**config.mk**
```make
export PLATFORM = sky130hd
export DESIGN_NAME = tlb_xlate_check
export DESIGN_NICKNAME = d
export VERILOG_FILES = /design/src/rtl/tlb_pkg.sv /design/src/rtl/tlbDatapath.sv /design/src/rtl/tlbControl.sv /design/src/rtl/tlb_xlate_check.sv
export SDC_FILE = /design/constraint.sdc
export NUM_CORES = 1
export LEC_CHECK = 0
export CAP_MARGIN = 30
export CORE_ASPECT_RATIO = 1.5
export CORE_MARGIN = 2
export CORE_UTILIZATION = 64
export CTS_CLUSTER_DIAMETER = 50
export DETAILED_ROUTE_END_ITERATION = 8
export PLACE_DENSITY = 0.86
export SYNTH_ARGS = -nofsm -noshare
export SYNTH_HDL_FRONTEND = slang
export SYNTH_SLANG_ARGS = --single-unit
```
**constraint.sdc**
```tcl
create_clock -name clk -period 7.5 [get_ports clk]
set_input_delay 0.75 -clock clk [delete_from_list [all_inputs] [get_ports clk]]
set_output_delay 0.75 -clock clk [all_outputs]
set_load 0.01 [all_outputs]
```
**src/rtl/tlb_pkg.sv**
```systemverilog
package tlb_pkg;

  typedef enum logic [1:0] {
    ACC_READ  = 2'd0,
    ACC_WRITE = 2'd1,
    ACC_EXEC  = 2'd2,
    ACC_RSVD  = 2'd3
  } acc_e;

  localparam int unsigned PERM_W = 3;
  localparam int unsigned PERM_R = 0;
  localparam int unsigned PERM_W_BIT = 1;
  localparam int unsigned PERM_X = 2;

  // strobes from control to datapath
  typedef struct packed {
    logic writeEn;   // commit load port fields into the indexed slot
    logic passAddr;  // register the composed address, else register zero
  } tlb_strobe_t;

endpackage

```
**src/rtl/tlbDatapath.sv**
```systemverilog
module tlbDatapath
  import tlb_pkg::*;
#(
  parameter int unsigned ADDR_W    = 32,
  parameter int unsigned ENTRIES   = 8,
  parameter int unsigned SMALL_OFS = 12,
  parameter int unsigned LARGE_OFS = 20,
  localparam int unsigned IDX_W    = $clog2(ENTRIES),
  localparam int unsigned VPN_W    = ADDR_W - SMALL_OFS
) (
  input  logic               clk,
  input  logic               rstN,
  input  tlb_strobe_t        strobe,
  input  logic [IDX_W-1:0]   loadIdx,
  input  logic               loadValid,
  input  logic [VPN_W-1:0]   loadVpn,
  input  logic [VPN_W-1:0]   loadPpn,
  input  logic               loadLarge,
  input  logic [PERM_W-1:0]  loadPerm,
  input  logic [ADDR_W-1:0]  lookVaddr,
  input  logic [IDX_W-1:0]   winnerIdx,
  output logic [ENTRIES-1:0] hitVec,
  output logic [PERM_W-1:0]  winnerPerm,
  output logic [ADDR_W-1:0]  paddr
);

  localparam int unsigned LSH = LARGE_OFS - SMALL_OFS;

  logic               entValid [ENTRIES];
  logic [VPN_W-1:0]   entVpn   [ENTRIES];
  logic [VPN_W-1:0]   entPpn   [ENTRIES];
  logic               entLarge [ENTRIES];
  logic [PERM_W-1:0]  entPerm  [ENTRIES];

  always_ff @(posedge clk) begin
    for (int i = 0; i < int'(ENTRIES); i++) begin
      if (!rstN) begin
        entValid[i] <= 1'b0;
        entVpn[i]   <= '0;
        entPpn[i]   <= '0;
        entLarge[i] <= 1'b0;
        entPerm[i]  <= '0;
      end else if (strobe.writeEn && loadIdx == IDX_W'(i)) begin
        entValid[i] <= loadValid;
        entVpn[i]   <= loadVpn;
        entPpn[i]   <= loadPpn;
        entLarge[i] <= loadLarge;
        entPerm[i]  <= loadPerm;
      end
    end
  end

  logic [VPN_W-1:0] lookVpn;
  assign lookVpn = lookVaddr[ADDR_W-1:SMALL_OFS];

  for (genvar g = 0; g < int'(ENTRIES); g++) begin : gMatch
    logic hiEq, loEq;
    assign hiEq = entVpn[g][VPN_W-1:LSH] == lookVpn[VPN_W-1:LSH];
    assign loEq = entVpn[g][LSH-1:0] == lookVpn[LSH-1:0];
    assign hitVec[g] = entValid[g] && hiEq && (entLarge[g] || loEq);
  end

  logic [VPN_W-1:0]  selPpn;
  logic              selLarge;
  logic [ADDR_W-1:0] composed;

  always_comb begin
    selPpn     = entPpn[winnerIdx];
    selLarge   = entLarge[winnerIdx];
    winnerPerm = entPerm[winnerIdx];
    if (selLarge)
      composed = {selPpn[VPN_W-1:LSH], lookVaddr[LARGE_OFS-1:0]};
    else
      composed = {selPpn, lookVaddr[SMALL_OFS-1:0]};
  end

  always_ff @(posedge clk) begin
    if (!rstN) paddr <= '0;
    else       paddr <= strobe.passAddr ? composed : '0;
  end

endmodule

```
**src/rtl/tlbControl.sv**
```systemverilog
module tlbControl
  import tlb_pkg::*;
#(
  parameter int unsigned ENTRIES = 8,
  localparam int unsigned IDX_W  = $clog2(ENTRIES)
) (
  input  logic               clk,
  input  logic               rstN,
  input  logic               loadEn,
  input  logic               lookValid,
  input  logic [1:0]         lookAcc,
  input  logic [ENTRIES-1:0] hitVec,
  input  logic [PERM_W-1:0]  winnerPerm,
  output tlb_strobe_t        strobe,
  output logic [IDX_W-1:0]   winnerIdx,
  output logic               respValid,
  output logic               missFault,
  output logic               permFault
);

  logic anyHit, permOk;
  acc_e acc;

  assign anyHit = |hitVec;
  assign acc    = acc_e'(lookAcc);

  // scan downward so the lowest matching slot is the last one assigned
  always_comb begin
    winnerIdx = '0;
    for (int i = int'(ENTRIES) - 1; i >= 0; i--)
      if (hitVec[i]) winnerIdx = IDX_W'(i);
  end

  always_comb begin
    case (acc)
      ACC_READ:  permOk = winnerPerm[PERM_R];
      ACC_WRITE: permOk = winnerPerm[PERM_W_BIT];
      ACC_EXEC:  permOk = winnerPerm[PERM_X];
      default:   permOk = 1'b0;
    endcase
  end

  always_comb begin
    strobe.writeEn  = loadEn;
    strobe.passAddr = lookValid && anyHit && permOk;
  end

  always_ff @(posedge clk) begin
    if (!rstN) begin
      respValid <= 1'b0;
      missFault <= 1'b0;
      permFault <= 1'b0;
    end else begin
      respValid <= lookValid;
      missFault <= lookValid && !anyHit;
      permFault <= lookValid && anyHit && !permOk;
    end
  end

endmodule

```
**src/rtl/tlb_xlate_check.sv**
```systemverilog
module tlb_xlate_check
  import tlb_pkg::*;
#(
  parameter int unsigned ADDR_W    = 32,
  parameter int unsigned ENTRIES   = 8,
  parameter int unsigned SMALL_OFS = 12,
  parameter int unsigned LARGE_OFS = 20,
  localparam int unsigned IDX_W    = $clog2(ENTRIES),
  localparam int unsigned VPN_W    = ADDR_W - SMALL_OFS
) (
  input  logic              clk,
  input  logic              rstN,
  input  logic              loadEn,
  input  logic [IDX_W-1:0]  loadIdx,
  input  logic              loadValid,
  input  logic [VPN_W-1:0]  loadVpn,
  input  logic [VPN_W-1:0]  loadPpn,
  input  logic              loadLarge,
  input  logic [PERM_W-1:0] loadPerm,
  input  logic              lookValid,
  input  logic [ADDR_W-1:0] lookVaddr,
  input  logic [1:0]        lookAcc,
  output logic              respValid,
  output logic [ADDR_W-1:0] paddr,
  output logic              missFault,
  output logic              permFault
);

  tlb_strobe_t        strobe;
  logic [IDX_W-1:0]   winnerIdx;
  logic [ENTRIES-1:0] hitVec;
  logic [PERM_W-1:0]  winnerPerm;

  tlbControl #(.ENTRIES(ENTRIES)) ctrl (
    .clk(clk), .rstN(rstN), .loadEn(loadEn), .lookValid(lookValid),
    .lookAcc(lookAcc), .hitVec(hitVec), .winnerPerm(winnerPerm),
    .strobe(strobe), .winnerIdx(winnerIdx), .respValid(respValid),
    .missFault(missFault), .permFault(permFault)
  );

  tlbDatapath #(
    .ADDR_W(ADDR_W), .ENTRIES(ENTRIES),
    .SMALL_OFS(SMALL_OFS), .LARGE_OFS(LARGE_OFS)
  ) dpath (
    .clk(clk), .rstN(rstN), .strobe(strobe), .loadIdx(loadIdx),
    .loadValid(loadValid), .loadVpn(loadVpn), .loadPpn(loadPpn),
    .loadLarge(loadLarge), .loadPerm(loadPerm), .lookVaddr(lookVaddr),
    .winnerIdx(winnerIdx), .hitVec(hitVec), .winnerPerm(winnerPerm),
    .paddr(paddr)
  );

endmodule

```
# == Word level (Yosys, flattened, before mapping) ==
# Memory sizes are Yosys's and may differ from the RTL's.
# Index checks and enable logic that the tools add are counted.
# totals
latchBits,0
romBits,0
out_inout_bits,35
regBits,35
n_memories,5
elab_cells,191
mem_bits_rw,360
# classes
n_lt_le_gt_ge,0
mul,0
n_mux,75
reduce_logical,42
addsub,0
n_eq_ne,25
div_mod_pow,0
n_bitwise,40
n_shift,0
# memory_table
memory,words,word_bits,rd,rd_ports_with_merged_regs,wr,line_no,text
dpath.entPpn,8,20,1,0,8,tlbDatapath.sv:31,logic [VPN_W-1:0] entPpn [ENTRIES];
dpath.entVpn,8,20,8,0,8,tlbDatapath.sv:30,logic [VPN_W-1:0] entVpn [ENTRIES];
dpath.entPerm,8,3,1,0,8,tlbDatapath.sv:33,logic [PERM_W-1:0] entPerm [ENTRIES];
dpath.entLarge,8,1,9,0,8,tlbDatapath.sv:32,logic entLarge [ENTRIES];
dpath.entValid,8,1,8,0,8,tlbDatapath.sv:29,logic entValid [ENTRIES];
# ops
op,n
$mux 20,17
$eq 12x12->1,8
$eq 8x8->1,8
$mux 3,16
$mux 1,41
$or 1x1->1,40
$logic_and 1x1->1,28
$eq 3x3->1 const B,4
$logic_or 1x1->1,8
$reduce_or 8->1,1
$eq 3x2->1 const B,2
$eq 3x1->1 const B,1
$logic_not 3->1,1
$pmux 1 s3,1
$eq 2x1->1 const B,1
$eq 2x2->1 const B,1
$logic_not 1->1,2
$logic_not 2->1,1
$reduce_and 2->1,1

# == Logic depth before layout (Yosys ltp) ==
# An unclocked memory read counts as a cell.
# logic_depth
depth_word,15
mapped_depth,14

# == By module ==
# Synthesis repeated with hierarchy kept, for this count alone.
# hier_totals
cells_unflattened,1217
area_unflattened_um2,17673.2
# modules_own_cells
mod,n_inst,cells_per_inst,area_each_um2,seq_area_each_um2
tlbDatapath,1,1192,17471.8,11431.0
tlbControl,1,25,201.4,60.1

# == Least setup slack after synthesis ==
# No wires, ideal clock.
# synth_timing
path_kind,in2reg
startpoint,input port loadIdx[2]
endpoint,memory dpath.entLarge[0] (enable)
slack_ns,2.564
path_stages,3
t_arrival_ns,4.426
path_buffers,0
setup_time_ns,0.510
path_cell_list,nand2b_1 > or2_2 > o21ai_0
# synth_lines
item,line_no,text
"start, declared",tlb_xlate_check.sv:14,"input logic [IDX_W-1:0] loadIdx,"
"end, declared",tlbDatapath.sv:32,

# == Final worst setup path ==
# layout_timing
startpoint,input port lookVaddr[15]
endpoint,register dpath.paddr[13]
# layout_between
elab_chain_cells,15
elab_cells_between_ends,41
classes_between,eq/ne (8); mux (10); reduce/logical (20); memory (3)
# layout_lines
item,line_no,text
"start, declared",tlb_xlate_check.sv:21,"input logic [ADDR_W-1:0] lookVaddr,"
$eq 8x8->1,tlbDatapath.sv:59,assign loEq = entVpn[g][LSH-1:0] == lookVpn[LSH-1:0];
$logic_or 1x1->1,tlbDatapath.sv:60,assign hitVec[g] = entValid[g] && hiEq && (entLarge[g] || loEq);
$logic_and 1x1->1,tlbDatapath.sv:60,
$mux 3 (8 in a row),tlbControl.sv:31,if (hitVec[i]) winnerIdx = IDX_W'(i);
$mem_v2 8x3,-,
$pmux 1 s3,tlbControl.sv:35,case (acc)
$logic_and 1x1->1,tlbControl.sv:45,strobe.passAddr = lookValid && anyHit && permOk;
$reduce_and 2->1 (no line),-,
"end signal, assigned",tlbDatapath.sv:79,else paddr <= strobe.passAddr ? composed : '0;
"end, declared",tlbDatapath.sv:24,output logic [ADDR_W-1:0] paddr
# Several ways; a longest one is shown, not always the timed one.
# A chain may end at the register's enable or synchronous reset.

==> metrics.md <==
| Metric | Value |
|---|---|
| Max_cap viols | `0` |
| Worst relative slew slack | `33.9%` |
| Clk Latency, worst-skew pair | `540 ps` |
| Count leader, synth | `and2_1` |
| Crit-path cells | `clkdlybuf4s50_1 -> xor2_1 -> nor4_1 -> a41oi_1 -> nor2_1 -> a2111oi_4 -> nor2_1 -> mux2i_2 -> o21ai_0 -> a311oi_1` |
| Leakage Power | `7.42 nW` |
| Critical path type | `input pin to flop` |
| Core area | `28700 µm²` |
| Worst reg2reg path endpoint | `dpath.paddr[13]$_SDFF_PN0_` |
| Initial Utilization | `65.0%` |
| Final Power | `4.82 mW` |
| N_diodes | `0` |
| Num ports | `121` |
| Worst Path Arrival | `5300 ps` |
| R2R depth | `9` |
| Critical path's largest stage delay | `850 ps` |
| Pint | `3.72 mW` |
| Largest net degree at the start of global routing | `49` |
| Post-synth EDFFs | `358` |
| Most used cell, CP | `nor2_1` |
| Hold path depth | `1` |
| Clk root buf | `clkbuf_16` |
| Post-route insts no fill | `1918` |
| Clock Tree Buf Depth | `3` |
| First drt pass iteration count | `5` |
| Crit path required time | `7940 ps` |
| Number of global-route vias before repair | `11980` |
| Max Fanout on Critical Path | `16` |
| Fin nets | `1586` |
| Tmin final | `4860 ps` |
| Most used flip-flop cell after synthesis | `edfxtp_1` |
| Most instantiated cells after synthesis | `and2_1 (362), edfxtp_1 (358), mux2i_1 (108), xnor2_1 (88), xor2_1 (64)` |
| Avg Inst Size Synth | `13.4 µm²` |
| Critical Path Sink Type | `flop` |
| RSZ-0062 raised after global routing | `false` |
| Synth area leader | `edfxtp_1` |
| Total global routing overflow | `0` |
| Fin. Hold Viols | `0` |
| Port buffer count | `120` |
| # resized after CTS | `0` |
| Dominant cells by area after synthesis | `edfxtp_1 (58%), and2_1 (12%), mux2i_1 (5.8%)` |
| CTS H-tree lvls | `2` |
| Tcrit/Tclk final | `64.8%` |
| Placed insts | `1851` |
| Sequential-to-total area share from yosys stat | `61.6%` |
| Die Ht | `213 µm` |
| Worst hold path startpoint | `dpath.entValid[1][0]$_DFF_P_` |
| Seq pwr share | `53.7%` |
| Worst R2R Start | `dpath.entVpn[0][12]$_SDFFCE_PN0P_` |
| Switching share of power | `22.7%` |
| Area grow syn2layout | `15.0%` |
| Clock skew | `16.8 ps` |
| Slew Viols, Final | `0` |
| Total wire length | `46.1 mm` |
| Gp weighted congestion | `0.951` |
| Gate count after technology mapping | `1396` |
| Switching power | `1.09 mW` |
| WL/cell | `24.0 µm` |
| P per Cell Area | `224 nW/µm²` |
| Top cell type's share of synthesized area | `57.6%` |
| Starting DRT DRC Count | `798` |
| Clk pwr share | `38.4%` |
| Asr flop ratio synth | `0%` |
| Critical path launch point type | `input pin` |
| Layout cells sized above 1 | `9.55%` |
| Overall routing resource usage | `30.9%` |
| Setup_tns | `0 ps` |
| Initial antenna violation count | `0` |
| Syn_nets | `1482` |
| Clock sinks | `395` |
| DRC viols | `0` |
| Dpl hpwl | `29.5 mm` |
| Cts hold-fix bufs | `0` |
| Flop-to-flop setup slack | `3380 ps` |
| Cell Area, Synth | `18700 µm²` |
| Row cnt | `76` |
| Die ar. | `30600 µm²` |
| Die width | `143 µm` |
| Logic pwr share | `8.0%` |
| Final setup fails | `0` |
| Synthesized flop and latch total | `395` |
| Hold EP | `dpath.entValid[1][0]$_DFF_P_` |
| Tightest Pin Transition | `988 ps` |
| VDD IR max | `264 µV` |
| Via-to-Cell Ratio | `5.97` |
| CTS tree | `built` |
| Number of CTS-inserted buffers | `37` |
| FMAX | `0.206 GHz` |
| Slowest CP cell | `mux2i_2` |
| Clock transition at path regs | `70 ps` |
| Worst Hold Class | `flop to flop` |
| First-pass GRT wire length | `69.1 mm` |
| Setup Buffers After CTS | `0` |
| Routed Antenna Nets | `0` |
| Cell variety after synth | `68` |
| Status | `complete, no violations` |
| Yosys warning count | `0` |
| Vias | `11451` |
==> power by group through the flow <==
stage                     Sequential, mW  Clock [mW]  Combinational, mW
after detailed placement            2.63           0              0.379
after floorplan                     2.63           0              0.217
after global placement              2.62           0              0.369
final                               2.59        1.85              0.383
after CTS                           2.59        1.86              0.383
after global routing                2.60        1.93              0.407
==> cell families (layout without fill, tap and decap cells) <==
logic type	Yosys count	count (layout)	share of synthesized area (%)
and+or+nand+nor	535	535	17.2
xor gates and xnor gates	157	157	7.57
buffers and inverters	88	220	2.43
muxes	125	125	6.83
AOI/OAI and AO/OA	96	96	4.43
DFF	395	395	61.6
==> how the worst max path moves through the flow <==
| stage | cells after the start | startpoint | endpoint |
|---|---|---|---|
| final | 10 | lookVaddr[15] | dpath.paddr[13]$_SDFF_PN0_ |
| after floorplan | 3 | loadIdx[2] | dpath.entLarge[0]$_DFFE_PP_ |
| after global routing | 10 | lookVaddr[24] | dpath.paddr[12]$_SDFF_PN0_ |
| after detailed placement | 13 | lookVaddr[14] | dpath.paddr[13]$_SDFF_PN0_ |
| after CTS | 13 | lookVaddr[14] | dpath.paddr[13]$_SDFF_PN0_ |
| after global placement | 13 | lookVaddr[14] | dpath.paddr[29]$_SDFF_PN0_ |
==> state kept, by name, indices dropped and copies added, names as in the netlist <==
register,count
dpath.entPerm,24
dpath.entLarge,8
ctrl.respValid,1
ctrl.missFault,1
dpath.entValid,8
dpath.paddr,32
dpath.entPpn,160
dpath.entVpn,160
ctrl.permFault,1
==> critical path, delay by kind of cell <==
| kind | cells | cell delay (ps) |
|---|---|---|
| AND/OR/NAND/NOR | 3 | 1580 |
| XOR/XNOR | 1 | 320 |
| buffers and inverters | 1 | 780 |
| AO/OA/AOI/OAI | 4 | 990 |
| multiplexers | 1 | 850 |
==> cell type report <==
cell class	instances	area, µm²
sequential	395	11500
tap	390	488
timing repair buffer	143	1410
inverter	10	37.5
multi-input combinational	913	6850
clock buffer	51	1070
fill	1852	7260
clock inverter	16	111
==> stage by stage <==
step / cell area [µm²] / setup WS [ps] / hold WS (ps) / utilization, %
2_1_floorplan: 18700 / 2560 / 441 / -
3_3_place_gp: 20200 / 2320 / 459 / 70.5
3_5_place_dp: 20300 / 2210 / 466 / 70.6
4_1_cts: 21500 / 2740 / 480 / 74.7
5_1_grt: 21500 / 2400 / 501 / 74.7
6_report: 21500 / 2640 / 492 / 74.7
==> layer usage <==
layer	up-vias	global-route usage [%]	part of all wire, %
li1	5168	-	-
met5	-	0	0
met3	164	4.53	5.7
met1	5645	33.2	34
met4	0	19.7	7.3
met2	474	56.1	53
==> placed cells by master, fill, tap and decap left out, drive strengths merged, types with 36 or more instances in the layout <==
cell,instances
edfxtp,358
nand2,52
nor2,36
xnor2,93
mux2i,109
dfxtp,37
clkdlybuf4s50,120
xor2,64
and2,362
clkbuf,51
Note: power is estimated with default switching activity, not from simulation.
